## src/rtl/skew_tuner_pkg.sv

```systemverilog
package skew_tuner_pkg;
    localparam int LVL_W = 3;
    localparam logic [LVL_W-1:0] LVL_LOW  = 3'd1;
    localparam logic [LVL_W-1:0] LVL_MID  = 3'd3;
    localparam logic [LVL_W-1:0] LVL_HIGH = 3'd5;

    typedef enum logic [2:0] {
        ST_IDLE,
        ST_SCAN,
        ST_CHECK,
        ST_REVERT,
        ST_SELECT,
        ST_APPLY,
        ST_DONE
    } tuner_state_e;

    typedef enum logic [1:0] {
        PH_FIRST,
        PH_DRAIN,
        PH_RAISE,
        PH_HALT
    } tuner_phase_e;
endpackage

```

## src/rtl/skew_benefit_unit.sv

```systemverilog
module skew_benefit_unit #(
    parameter int M  = 6,
    parameter int W  = 8,
    parameter int IW = 3,
    parameter int BW = 12
) (
    input  logic [M*W-1:0]        prev_i,
    input  logic [M*W-1:0]        cur_i,
    input  logic [M-1:0]          mask_i,
    input  logic [IW-1:0]         self_i,
    output logic signed [BW-1:0]  benefit_o
);
    localparam int PAD = BW - W;

    always_comb begin
        logic signed [BW-1:0] acc;
        acc = '0;
        for (int j = 0; j < M; j++) begin
            if (mask_i[j] || (j == int'(self_i))) begin
                acc = acc + ($signed({{PAD{1'b0}}, prev_i[j*W +: W]})
                           - $signed({{PAD{1'b0}}, cur_i[j*W +: W]}));
            end
        end
        benefit_o = acc;
    end
endmodule

```

## src/rtl/skew_step_unit.sv

```systemverilog
module skew_step_unit
    import skew_tuner_pkg::*;
(
    input  logic             first_i,
    input  logic [LVL_W-1:0] lvl_i,
    input  logic             tun_i,
    input  logic             zero_i,
    input  logic             neg_i,
    output logic [LVL_W-1:0] lvl_o,
    output logic             tun_o
);
    always_comb begin
        lvl_o = lvl_i;
        tun_o = tun_i;
        if (first_i) begin
            if (zero_i && (lvl_i != LVL_LOW)) begin
                lvl_o = lvl_i - 3'd1;
                tun_o = 1'b1;
            end
        end else if (zero_i && tun_i) begin
            if (!neg_i) begin
                if (lvl_i != LVL_LOW) begin
                    lvl_o = lvl_i - 3'd1;
                end else begin
                    tun_o = 1'b0;
                end
            end else begin
                lvl_o = lvl_i + 3'd1;
                tun_o = 1'b0;
            end
        end
    end
endmodule

```

## src/rtl/skew_tuner.sv

```systemverilog
module skew_tuner
    import skew_tuner_pkg::*;
#(
    parameter int M = 6,
    parameter int W = 8
) (
    input  logic             clk,
    input  logic             rst_n,
    input  logic             start_i,
    input  logic [M*W-1:0]   err_i,
    input  logic [M*M-1:0]   adj_i,
    output logic [M*3-1:0]   lvl_o,
    output logic [M-1:0]     tunable_o,
    output logic             done_o
);
    localparam int IW = (M > 1) ? $clog2(M) : 1;
    localparam int BW = W + $clog2(M) + 1;
    localparam logic [IW-1:0] LAST_IDX = IW'(M - 1);

    typedef struct packed {
        tuner_state_e              st;
        tuner_phase_e              ph;
        logic [IW-1:0]             idx;
        logic [IW-1:0]             best;
        logic                      best_ok;
        logic [W-1:0]              best_err;
        logic [IW-1:0]             last;
        logic                      last_ok;
        logic [M-1:0][LVL_W-1:0]   lvl;
        logic [M-1:0]              tun;
        logic [M-1:0][W-1:0]       ecur;
        logic [M-1:0][W-1:0]       eprev;
    } regs_t;

    regs_t r_q, r_d;

    logic [IW-1:0]         bidx;
    logic [M-1:0]          bmask;
    logic signed [BW-1:0]  benefit;
    logic                  ben_neg;
    logic [M-1:0]          zero_vec;
    logic                  zero_tunable;
    logic [LVL_W-1:0]      step_lvl;
    logic                  step_tun;
    logic                  idle_w;

    assign idle_w = (r_q.st == ST_IDLE);

    always_comb begin
        bidx  = (r_q.st == ST_REVERT) ? r_q.last : r_q.idx;
        bmask = adj_i[int'(bidx)*M +: M];
        for (int g = 0; g < M; g++) begin
            zero_vec[g] = (r_q.ecur[g] == '0);
        end
        zero_tunable = |(zero_vec & r_q.tun);
    end

    skew_benefit_unit #(.M(M), .W(W), .IW(IW), .BW(BW)) u_benefit (
        .prev_i    (r_q.eprev),
        .cur_i     (r_q.ecur),
        .mask_i    (bmask),
        .self_i    (bidx),
        .benefit_o (benefit)
    );

    assign ben_neg = (benefit < 0);

    skew_step_unit u_step (
        .first_i (r_q.ph == PH_FIRST),
        .lvl_i   (r_q.lvl[r_q.idx]),
        .tun_i   (r_q.tun[r_q.idx]),
        .zero_i  (zero_vec[r_q.idx]),
        .neg_i   (ben_neg),
        .lvl_o   (step_lvl),
        .tun_o   (step_tun)
    );

    always_comb begin
        r_d = r_q;
        unique case (r_q.st)
            ST_IDLE: begin
                if (start_i) begin
                    r_d.eprev = r_q.ecur;
                    for (int g = 0; g < M; g++) begin
                        r_d.ecur[g] = err_i[g*W +: W];
                    end
                    r_d.idx = '0;
                    unique case (r_q.ph)
                        PH_FIRST, PH_DRAIN: r_d.st = ST_SCAN;
                        PH_RAISE:           r_d.st = ST_REVERT;
                        default:            r_d.st = ST_DONE;
                    endcase
                end
            end
            ST_SCAN: begin
                r_d.lvl[r_q.idx] = step_lvl;
                r_d.tun[r_q.idx] = step_tun;
                if (r_q.idx == LAST_IDX) begin
                    r_d.st = ST_CHECK;
                end else begin
                    r_d.idx = r_q.idx + IW'(1);
                end
            end
            ST_CHECK: begin
                if (zero_tunable) begin
                    r_d.ph = PH_DRAIN;
                    r_d.st = ST_DONE;
                end else begin
                    r_d.ph = PH_RAISE;
                    for (int g = 0; g < M; g++) begin
                        r_d.tun[g] = (r_q.lvl[g] != LVL_HIGH);
                    end
                    r_d.idx     = '0;
                    r_d.best_ok = 1'b0;
                    r_d.st      = ST_SELECT;
                end
            end
            ST_REVERT: begin
                if (r_q.last_ok && ben_neg) begin
                    r_d.lvl[r_q.last] = r_q.lvl[r_q.last] - 3'd1;
                    r_d.tun[r_q.last] = 1'b0;
                end
                r_d.idx     = '0;
                r_d.best_ok = 1'b0;
                r_d.st      = ST_SELECT;
            end
            ST_SELECT: begin
                if (r_q.tun[r_q.idx] &&
                    (!r_q.best_ok || (r_q.ecur[r_q.idx] > r_q.best_err))) begin
                    r_d.best     = r_q.idx;
                    r_d.best_err = r_q.ecur[r_q.idx];
                    r_d.best_ok  = 1'b1;
                end
                if (r_q.idx == LAST_IDX) begin
                    r_d.st = ST_APPLY;
                end else begin
                    r_d.idx = r_q.idx + IW'(1);
                end
            end
            ST_APPLY: begin
                if (r_q.best_ok) begin
                    r_d.lvl[r_q.best] = r_q.lvl[r_q.best] + 3'd1;
                    if (r_q.lvl[r_q.best] == (LVL_HIGH - 3'd1)) begin
                        r_d.tun[r_q.best] = 1'b0;
                    end
                    r_d.last    = r_q.best;
                    r_d.last_ok = 1'b1;
                end else begin
                    r_d.ph = PH_HALT;
                end
                r_d.st = ST_DONE;
            end
            default: begin
                r_d.st = ST_IDLE;
            end
        endcase
    end

    always_ff @(posedge clk or negedge rst_n) begin
        if (!rst_n) begin
            r_q.st       <= ST_IDLE;
            r_q.ph       <= PH_FIRST;
            r_q.idx      <= '0;
            r_q.best     <= '0;
            r_q.best_ok  <= 1'b0;
            r_q.best_err <= '0;
            r_q.last     <= '0;
            r_q.last_ok  <= 1'b0;
            r_q.tun      <= '0;
            r_q.ecur     <= '0;
            r_q.eprev    <= '0;
            for (int g = 0; g < M; g++) begin
                r_q.lvl[g] <= LVL_MID;
            end
        end else begin
            r_q <= r_d;
        end
    end

    always_comb begin
        for (int g = 0; g < M; g++) begin
            lvl_o[g*3 +: 3] = r_q.lvl[g];
        end
    end

    assign tunable_o = r_q.tun;
    assign done_o    = (r_q.st == ST_DONE);
endmodule

```

## config.mk

```make
export PLATFORM = sky130hd
export DESIGN_NAME = skew_tuner
export DESIGN_NICKNAME = d
export VERILOG_FILES = /design/src/rtl/skew_tuner_pkg.sv /design/src/rtl/skew_benefit_unit.sv /design/src/rtl/skew_step_unit.sv /design/src/rtl/skew_tuner.sv
export SDC_FILE = /design/constraint.sdc
export NUM_CORES = 1
export LEC_CHECK = 0
export BUFFER_PORTS_ARGS = -buffer_cell sky130_fd_sc_hd__buf_2
export CAP_MARGIN = 0
export CORE_AREA = 2 2 192 157
export CTS_CLUSTER_SIZE = 14
export DETAILED_ROUTE_END_ITERATION = 6
export DIE_AREA = 0 0 194 159
export PLACE_DENSITY = 0.59
export SETUP_SLACK_MARGIN = 0.15
export SYNTH_ARGS = -nofsm -noshare
export SYNTH_HDL_FRONTEND = slang
export SYNTH_SLANG_ARGS = --single-unit
```

## constraint.sdc

```tcl
create_clock -name clk -period 10.3 [get_ports clk]
set_input_delay 0.515 -clock clk [delete_from_list [all_inputs] [get_ports clk]]
set_output_delay 0.515 -clock clk [all_outputs]
set_load 0.01 [all_outputs]
```

==> reports/qor.txt, run 1 <==
WL per Instance: 20.18 um
status: finished, final reports clean
Mapped Cells: 1499
CP endpoint kind: flip-flop
core area: 28870 um^2
CTS Buffer Depth: 2
post-synth top area share: 25.72%
Clk pin slew, worst setup/hold paths: 0.07 ns
DP HPWL: 31210 um
top_reg_cell synth: dfrtp_1
ys async rst share: 100.0%
Synthesized Nets: 1711
Rows: 56
ant diodes: 0
DR vias/cell: 5.838
largest net degree at the start of global routing: 100
FMAX: 0.1046 GHz
YS warnings: 0
Root Driver: clkbuf_16
Die Wd: 194 um
Synth area leader: dfrtp_1
Worst EP required: 10.63 ns
first-pass GRT wire length: 62760 um
sequential-to-total area share from yosys stat: 28.18%
vias in the first global route: 10868
FF-to-FF path depth: 47
total CTS buffers: 17
path type of the worst min-delay path: input pin to asynchronous set/reset pin
setup-violating endpoint count in the final report: 0
crit path from: r_q[142]$_DFFE_PN0P_
Mapped Area: 12840 um^2
Critical Path Slowest Stage Cell: a211o_2
DR DRC count: 0
most frequent CP cell: a21oi_1
# port buffers: 105
Antenna Violating Nets Remaining: 0
final hold viol count: 0
fill cell count: 2819
Placer Congestion: 0.9486
TritonCTS clock tree: done
top cells by area, synth: dfrtp_1 26%, ha_1 11%, mux2_2 6.7%
final wirelength: 40070 um
critical path type: flip-flop to flip-flop
share of layout cells above drive strength 1: 20.26%
synth cell count leaders: 149 x nand2_1, 132 x dfrtp_1, 121 x o21ai_0
Min Clock Period, post-route: 9.561 ns
synth unique cells: 82
Pins Over Slew Limit: 0
count leader, synth: nand2_1
antenna violations before repair: 0
Avg Inst Size Synth: 8.566 um^2
number of max-cap violations: 0
drt initial violations: 966
Post-synth EDFFs: 0
max incr delay on CP: 0.44 ns
Worst Tran Pin Value: 1.174 ns
Clock Sink Count: 144
Final Skew: 0.007997 ns
first-pass iteration count of the detailed router: 5
Setup TNS: 0 ns
die area: 30850 um^2
Crit Path Max Fanout: 9
CP Data Arrival Time: 9.90 ns
# H-tree levels: 4
nature of the critical path startpoint: flip-flop
grt ovf: 0
synthesized flop and latch total: 144
nets@finish: 1808
P&R area growth vs syn: 13.03%
later-pin clock latency in the skew report: 0.44 ns
Top Ports: 112
period utilization: 92.82%
Initial Util: 44.48%
RR Startpoint: r_q[142]$_DFFE_PN0P_
DR vias: 11594
total track usage: 25.93%
Relative slew margins: 21.74%
die height: 159 um
RSZ-0062 raised after global routing: no
-- final timing paths --
path | endpoint | slack, ns
max reg2reg | flip-flop | 0.74
min reg2reg | r_q[13]$_DFFE_PN0P_ | 0.52
min in group clk | r_q[79]$_DFFE_PN0P_ | 0.27
max in group asynchronous | r_q[19]$_DFFE_PN0P_ | 8.81
min | r_q[142]$_DFFE_PN0P_ | 0.11
max | flip-flop | 0.74
-- placed cells by master, fill, tap and decap left out, types with 10 or more instances in the layout --
cell type / n
nand2_1: 148
dfrtp_1: 131
o21ai_0: 121
ha_1: 114
inv_1: 111
buf_2: 104
nor2_1: 91
a21oi_1: 89
mux2_2: 76
buf_4: 58
xnor2_1: 46
a21o_1: 40
mux2i_1: 30
a22oi_1: 28
xor2_1: 25
nor3_1: 23
nand3_1: 22
o22ai_1: 22
o21a_1: 20
nand2b_1: 17
clkbuf_16: 17
o211ai_1: 14
nor2b_1: 13
a211oi_1: 13
nor4_1: 13
o21bai_1: 12
dfstp_2: 12
a31oi_1: 11
and2_1: 10
fa_1: 10
-- worst max-delay path: cells and delay by family, from the launching register on --
kind / cells / cell delay (ns)
DFF: 1 / 0.39
and+or+nand+nor: 13 / 2.38
adders and majority gates: 5 / 1.57
buffers and inverters: 8 / 1.03
xor gates and xnor gates: 4 / 0.71
muxes: 1 / 0.27
AOI/OAI and AO/OA: 16 / 3.09
-- cell families (layout without fill, tap and decap cells) --
logic type                 after synthesis  count (layout)  share of synthesized area [%]
and+or+nand+nor                        391             391                          14.25
xor gates and xnor gates                73              73                          5.096
adders and majority gates              125             125                          12.76
AOI/OAI and AO/OA                      460             460                          23.82
DFF                                    144             144                          28.18
muxes                                  109             109                          9.276
buffers and inverters                  197             307                          6.616
-- metal layers --
metal / GRT usage [%] / vias up / routed length [um]
met4: 5.544 / 0 / 556
met5: 0 / - / 0
met1: 40.17 / 5547 / 20370
met2: 36.43 / 409 / 16200
met3: 5.740 / 42 / 2940
li1: - / 5596 / -
-- stage by stage --
step                      setup WS (ns)  cell area, um^2  hold slack, ns  util [%]  std cells
after detailed placement        0.05304            13860          0.5030     48.01       1953
after CTS                        0.2853            14420          0.1685     49.94       1985
after floorplan                   1.480            12840          0.2194         -       1499
after global routing             0.1164            14510          0.1963     50.28       1986
after global placement           0.1646            13860          0.4957     48.01       1953
final                            0.7391            14510          0.1124     50.28       1986
-- cell type report --
type / count / area, um^2 / area share, %
inverter: 112 / 420.4 / 2.897
tap: 377 / 471.7 / 3.250
clock inverter: 13 / 106.4 / 0.7328
timing repair buffer: 163 / 967.2 / 6.664
multi-input combinational: 1158 / 8486 / 58.47
sequential: 144 / 3620 / 24.94
clock buffer: 19 / 442.9 / 3.052
-- repair_timing --
item                       CTS  global route
setup endpoints to repair    6            24
gates resized for setup      1            24
buffers inserted             0             1
hold endpoints to repair     0             0
hold buffers                 0             0
pin swaps                    0             3
Power of run 1 is not shown: default switching activity piles up to over one toggle a cycle in this logic, so the estimate is an artifact.
==> run 2: changes to the inputs <==
--- a/config.mk
+++ b/config.mk
@@ -8,6 +8,7 @@
 export BUFFER_PORTS_ARGS = -buffer_cell sky130_fd_sc_hd__buf_2
 export CAP_MARGIN = 0
 export CORE_AREA = 2 2 192 157
+export CTS_BUF_LIST = sky130_fd_sc_hd__clkbuf_8
 export CTS_CLUSTER_SIZE = 14
 export DETAILED_ROUTE_END_ITERATION = 6
 export DIE_AREA = 0 0 194 159
==> reports/qor.txt, run 2 (synthesized netlist as in run 1, its figures left out) <==
largest net degree at the start of global routing: 100 (unchanged)
antenna violations before repair: 0 (unchanged)
Die Wd: 194 um (unchanged)
Worst EP required: 10.66 ns (+0.03 ns)
Antenna Violating Nets Remaining: 0 (unchanged)
Setup TNS: 0 ns (unchanged)
Pins Over Slew Limit: 0 (unchanged)
CP endpoint kind: flip-flop
total CTS buffers: 17 (unchanged)
DR DRC count: 0 (unchanged)
Worst Tran Pin Value: 1.178 ns (+0.003670 ns)
drt initial violations: 1010 (+4.6%)
flop2flop setup slack: 0.74 ns (about the same)
commonest cells after routing, fill and taps aside: 148 x nand2_1, 131 x dfrtp_1, 121 x o21ai_0
die area: 30850 um^2 (unchanged)
Placer Congestion: 0.9486 (unchanged)
core area: 28870 um^2 (unchanged)
Hold-fix buffers, CTS: 0 (unchanged)
commonest non-fill, non-tap cell in the layout: nand2_1
Crit Path Max Fanout: 9 (unchanged)
status: finished, final reports clean
DR vias/cell: 5.791 (-0.81%)
TritonCTS clock tree: done
DP HPWL: 31210 um (unchanged)
grt ovf: 0 (unchanged)
delay-heaviest family, CP: compound AO/OA/AOI/OAI gates
nets@finish: 1809 (+0.055%)
Min Clock Period, post-route: 9.555 ns (-0.005627 ns)
first-pass GRT wire length: 62400 um (-0.57%)
DR vias: 11506 (-0.76%)
Rows: 56 (unchanged)
Clk pin slew, worst setup/hold paths: 0.09 ns (+0.02 ns)
Critical Path Slowest Stage Cell: a211o_2
Stages on worst setup path: 47 (unchanged)
period utilization: 92.77% (about the same)
crit path from: r_q[142]$_DFFE_PN0P_
fill cell count: 2834 (+0.53%)
final hold viol count: 0 (unchanged)
FF-to-FF path depth: 47 (unchanged)
Final Skew: 0.01247 ns (+0.004475 ns)
WL per Instance: 20.06 um (-0.55%)
max incr delay on CP: 0.44 ns (about the same)
RR Startpoint: r_q[142]$_DFFE_PN0P_
number of max-cap violations: 0 (unchanged)
# H-tree levels: 4 (unchanged)
share of layout cells above drive strength 1: 20.06% (-0.20 points)
path type of the worst min-delay path: input pin to asynchronous set/reset pin
CTS Buffer Depth: 2 (unchanged)
die height: 159 um (unchanged)
ant diodes: 0 (unchanged)
Clock Sink Count: 144 (unchanged)
Initial Util: 44.48% (unchanged)
Root Driver: clkbuf_8
FMAX: 0.1047 GHz (about the same)
Relative slew margins: 21.33% (-0.41 points)
nature of the critical path startpoint: flip-flop
CP Data Arrival Time: 9.91 ns (about the same)
total track usage: 25.67% (-0.26 points)
Top Ports: 112 (unchanged)
later-pin clock latency in the skew report: 0.47 ns (+0.03 ns)
RSZ-0062 raised after global routing: no
most frequent CP cell: a21oi_1
vias in the first global route: 10853 (-0.14%)
first-pass iteration count of the detailed router: 5 (unchanged)
# port buffers: 105 (unchanged)
Bufs and invs on worst path: 8 (unchanged)
final wirelength: 39870 um (-0.50%)
P&R area growth vs syn: 11.54%
setup-violating endpoint count in the final report: 0 (unchanged)
critical path type: flip-flop to flip-flop
==> run 2: worst register-to-register path: cells and delay by family, from the launching register on <==
kind / cells / cell delay, ns
AND/OR/NAND/NOR: 13 / 2.39
buffers and inverters: 8 / 1.02
XOR/XNOR: 4 / 0.68
flip-flops: 1 / 0.40
AO/OA/AOI/OAI: 16 / 3.10
adder cells (fa/ha/maj): 5 / 1.57
multiplexers: 1 / 0.27
==> run 2: worst min-delay path by stage <==
| stage | from | to | slack, ns | depth (start not counted) |
|---|---|---|---|---|
| 3_5_place_dp | r_q[15]$_DFFE_PN0P_ | r_q[15]$_DFFE_PN0P_ | 0.50 | 1 |
| 3_3_place_gp | r_q[37]$_DFFE_PN0P_ | r_q[37]$_DFFE_PN0P_ | 0.50 | 1 |
| 6_report | rst_n | r_q[142]$_DFFE_PN0P_ | 0.08 | 1 |
| 4_1_cts | rst_n | r_q[139]$_DFFE_PN0P_ | 0.13 | 1 |
| 2_1_floorplan | rst_n | asynchronous set/reset pin | 0.22 | 0 |
| 5_1_grt | rst_n | r_q[123]$_DFFE_PN0P_ | 0.15 | 1 |
==> run 2: routing by layer <==
layer  global-route usage (%)  part of all wire, %  vias to the layer above
met5                        0                    0                        -
met4                    4.132                  1.1                        0
met3                    5.783                  7.7                       26
met2                    36.06                   40                      404
met1                    40.25                   51                     5489
li1                         -                    -                     5587
==> run 2: cell type report <==
cell class | count | area (um^2) | share of cell area (%)
well taps | 377 | 471.7 | 3.293
repair buffers | 164 | 974.7 | 6.805
multi-input cells | 1158 | 8478 | 59.19
inverters | 112 | 420.4 | 2.935
flip-flops and latches | 144 | 3620 | 25.27
clock inverters | 14 | 110.1 | 0.7688
clock buffers | 18 | 247.7 | 1.730
==> run 2: through the flow <==
stage          cells  setup WS, ns  area (um^2)  hold slack [ns]  util [%]
4_1_cts         1985        0.2976        14220           0.1333     49.27
5_1_grt         1987        0.1239        14320           0.1525     49.61
2_1_floorplan   1499         1.480        12840           0.2194         -
3_5_place_dp    1953       0.05304        13860           0.5030     48.01
3_3_place_gp    1953        0.1646        13860           0.4957     48.01
6_report        1987        0.7448        14320          0.08211     49.61
==> run 2: repair_timing <==
item	CTS	global route
endpoints found under the setup margin	6	24
buffers inserted	0	2
cloned	0	0
resized for setup	1	21
pin swaps	0	3
Power of run 2 is left out for the same reason.
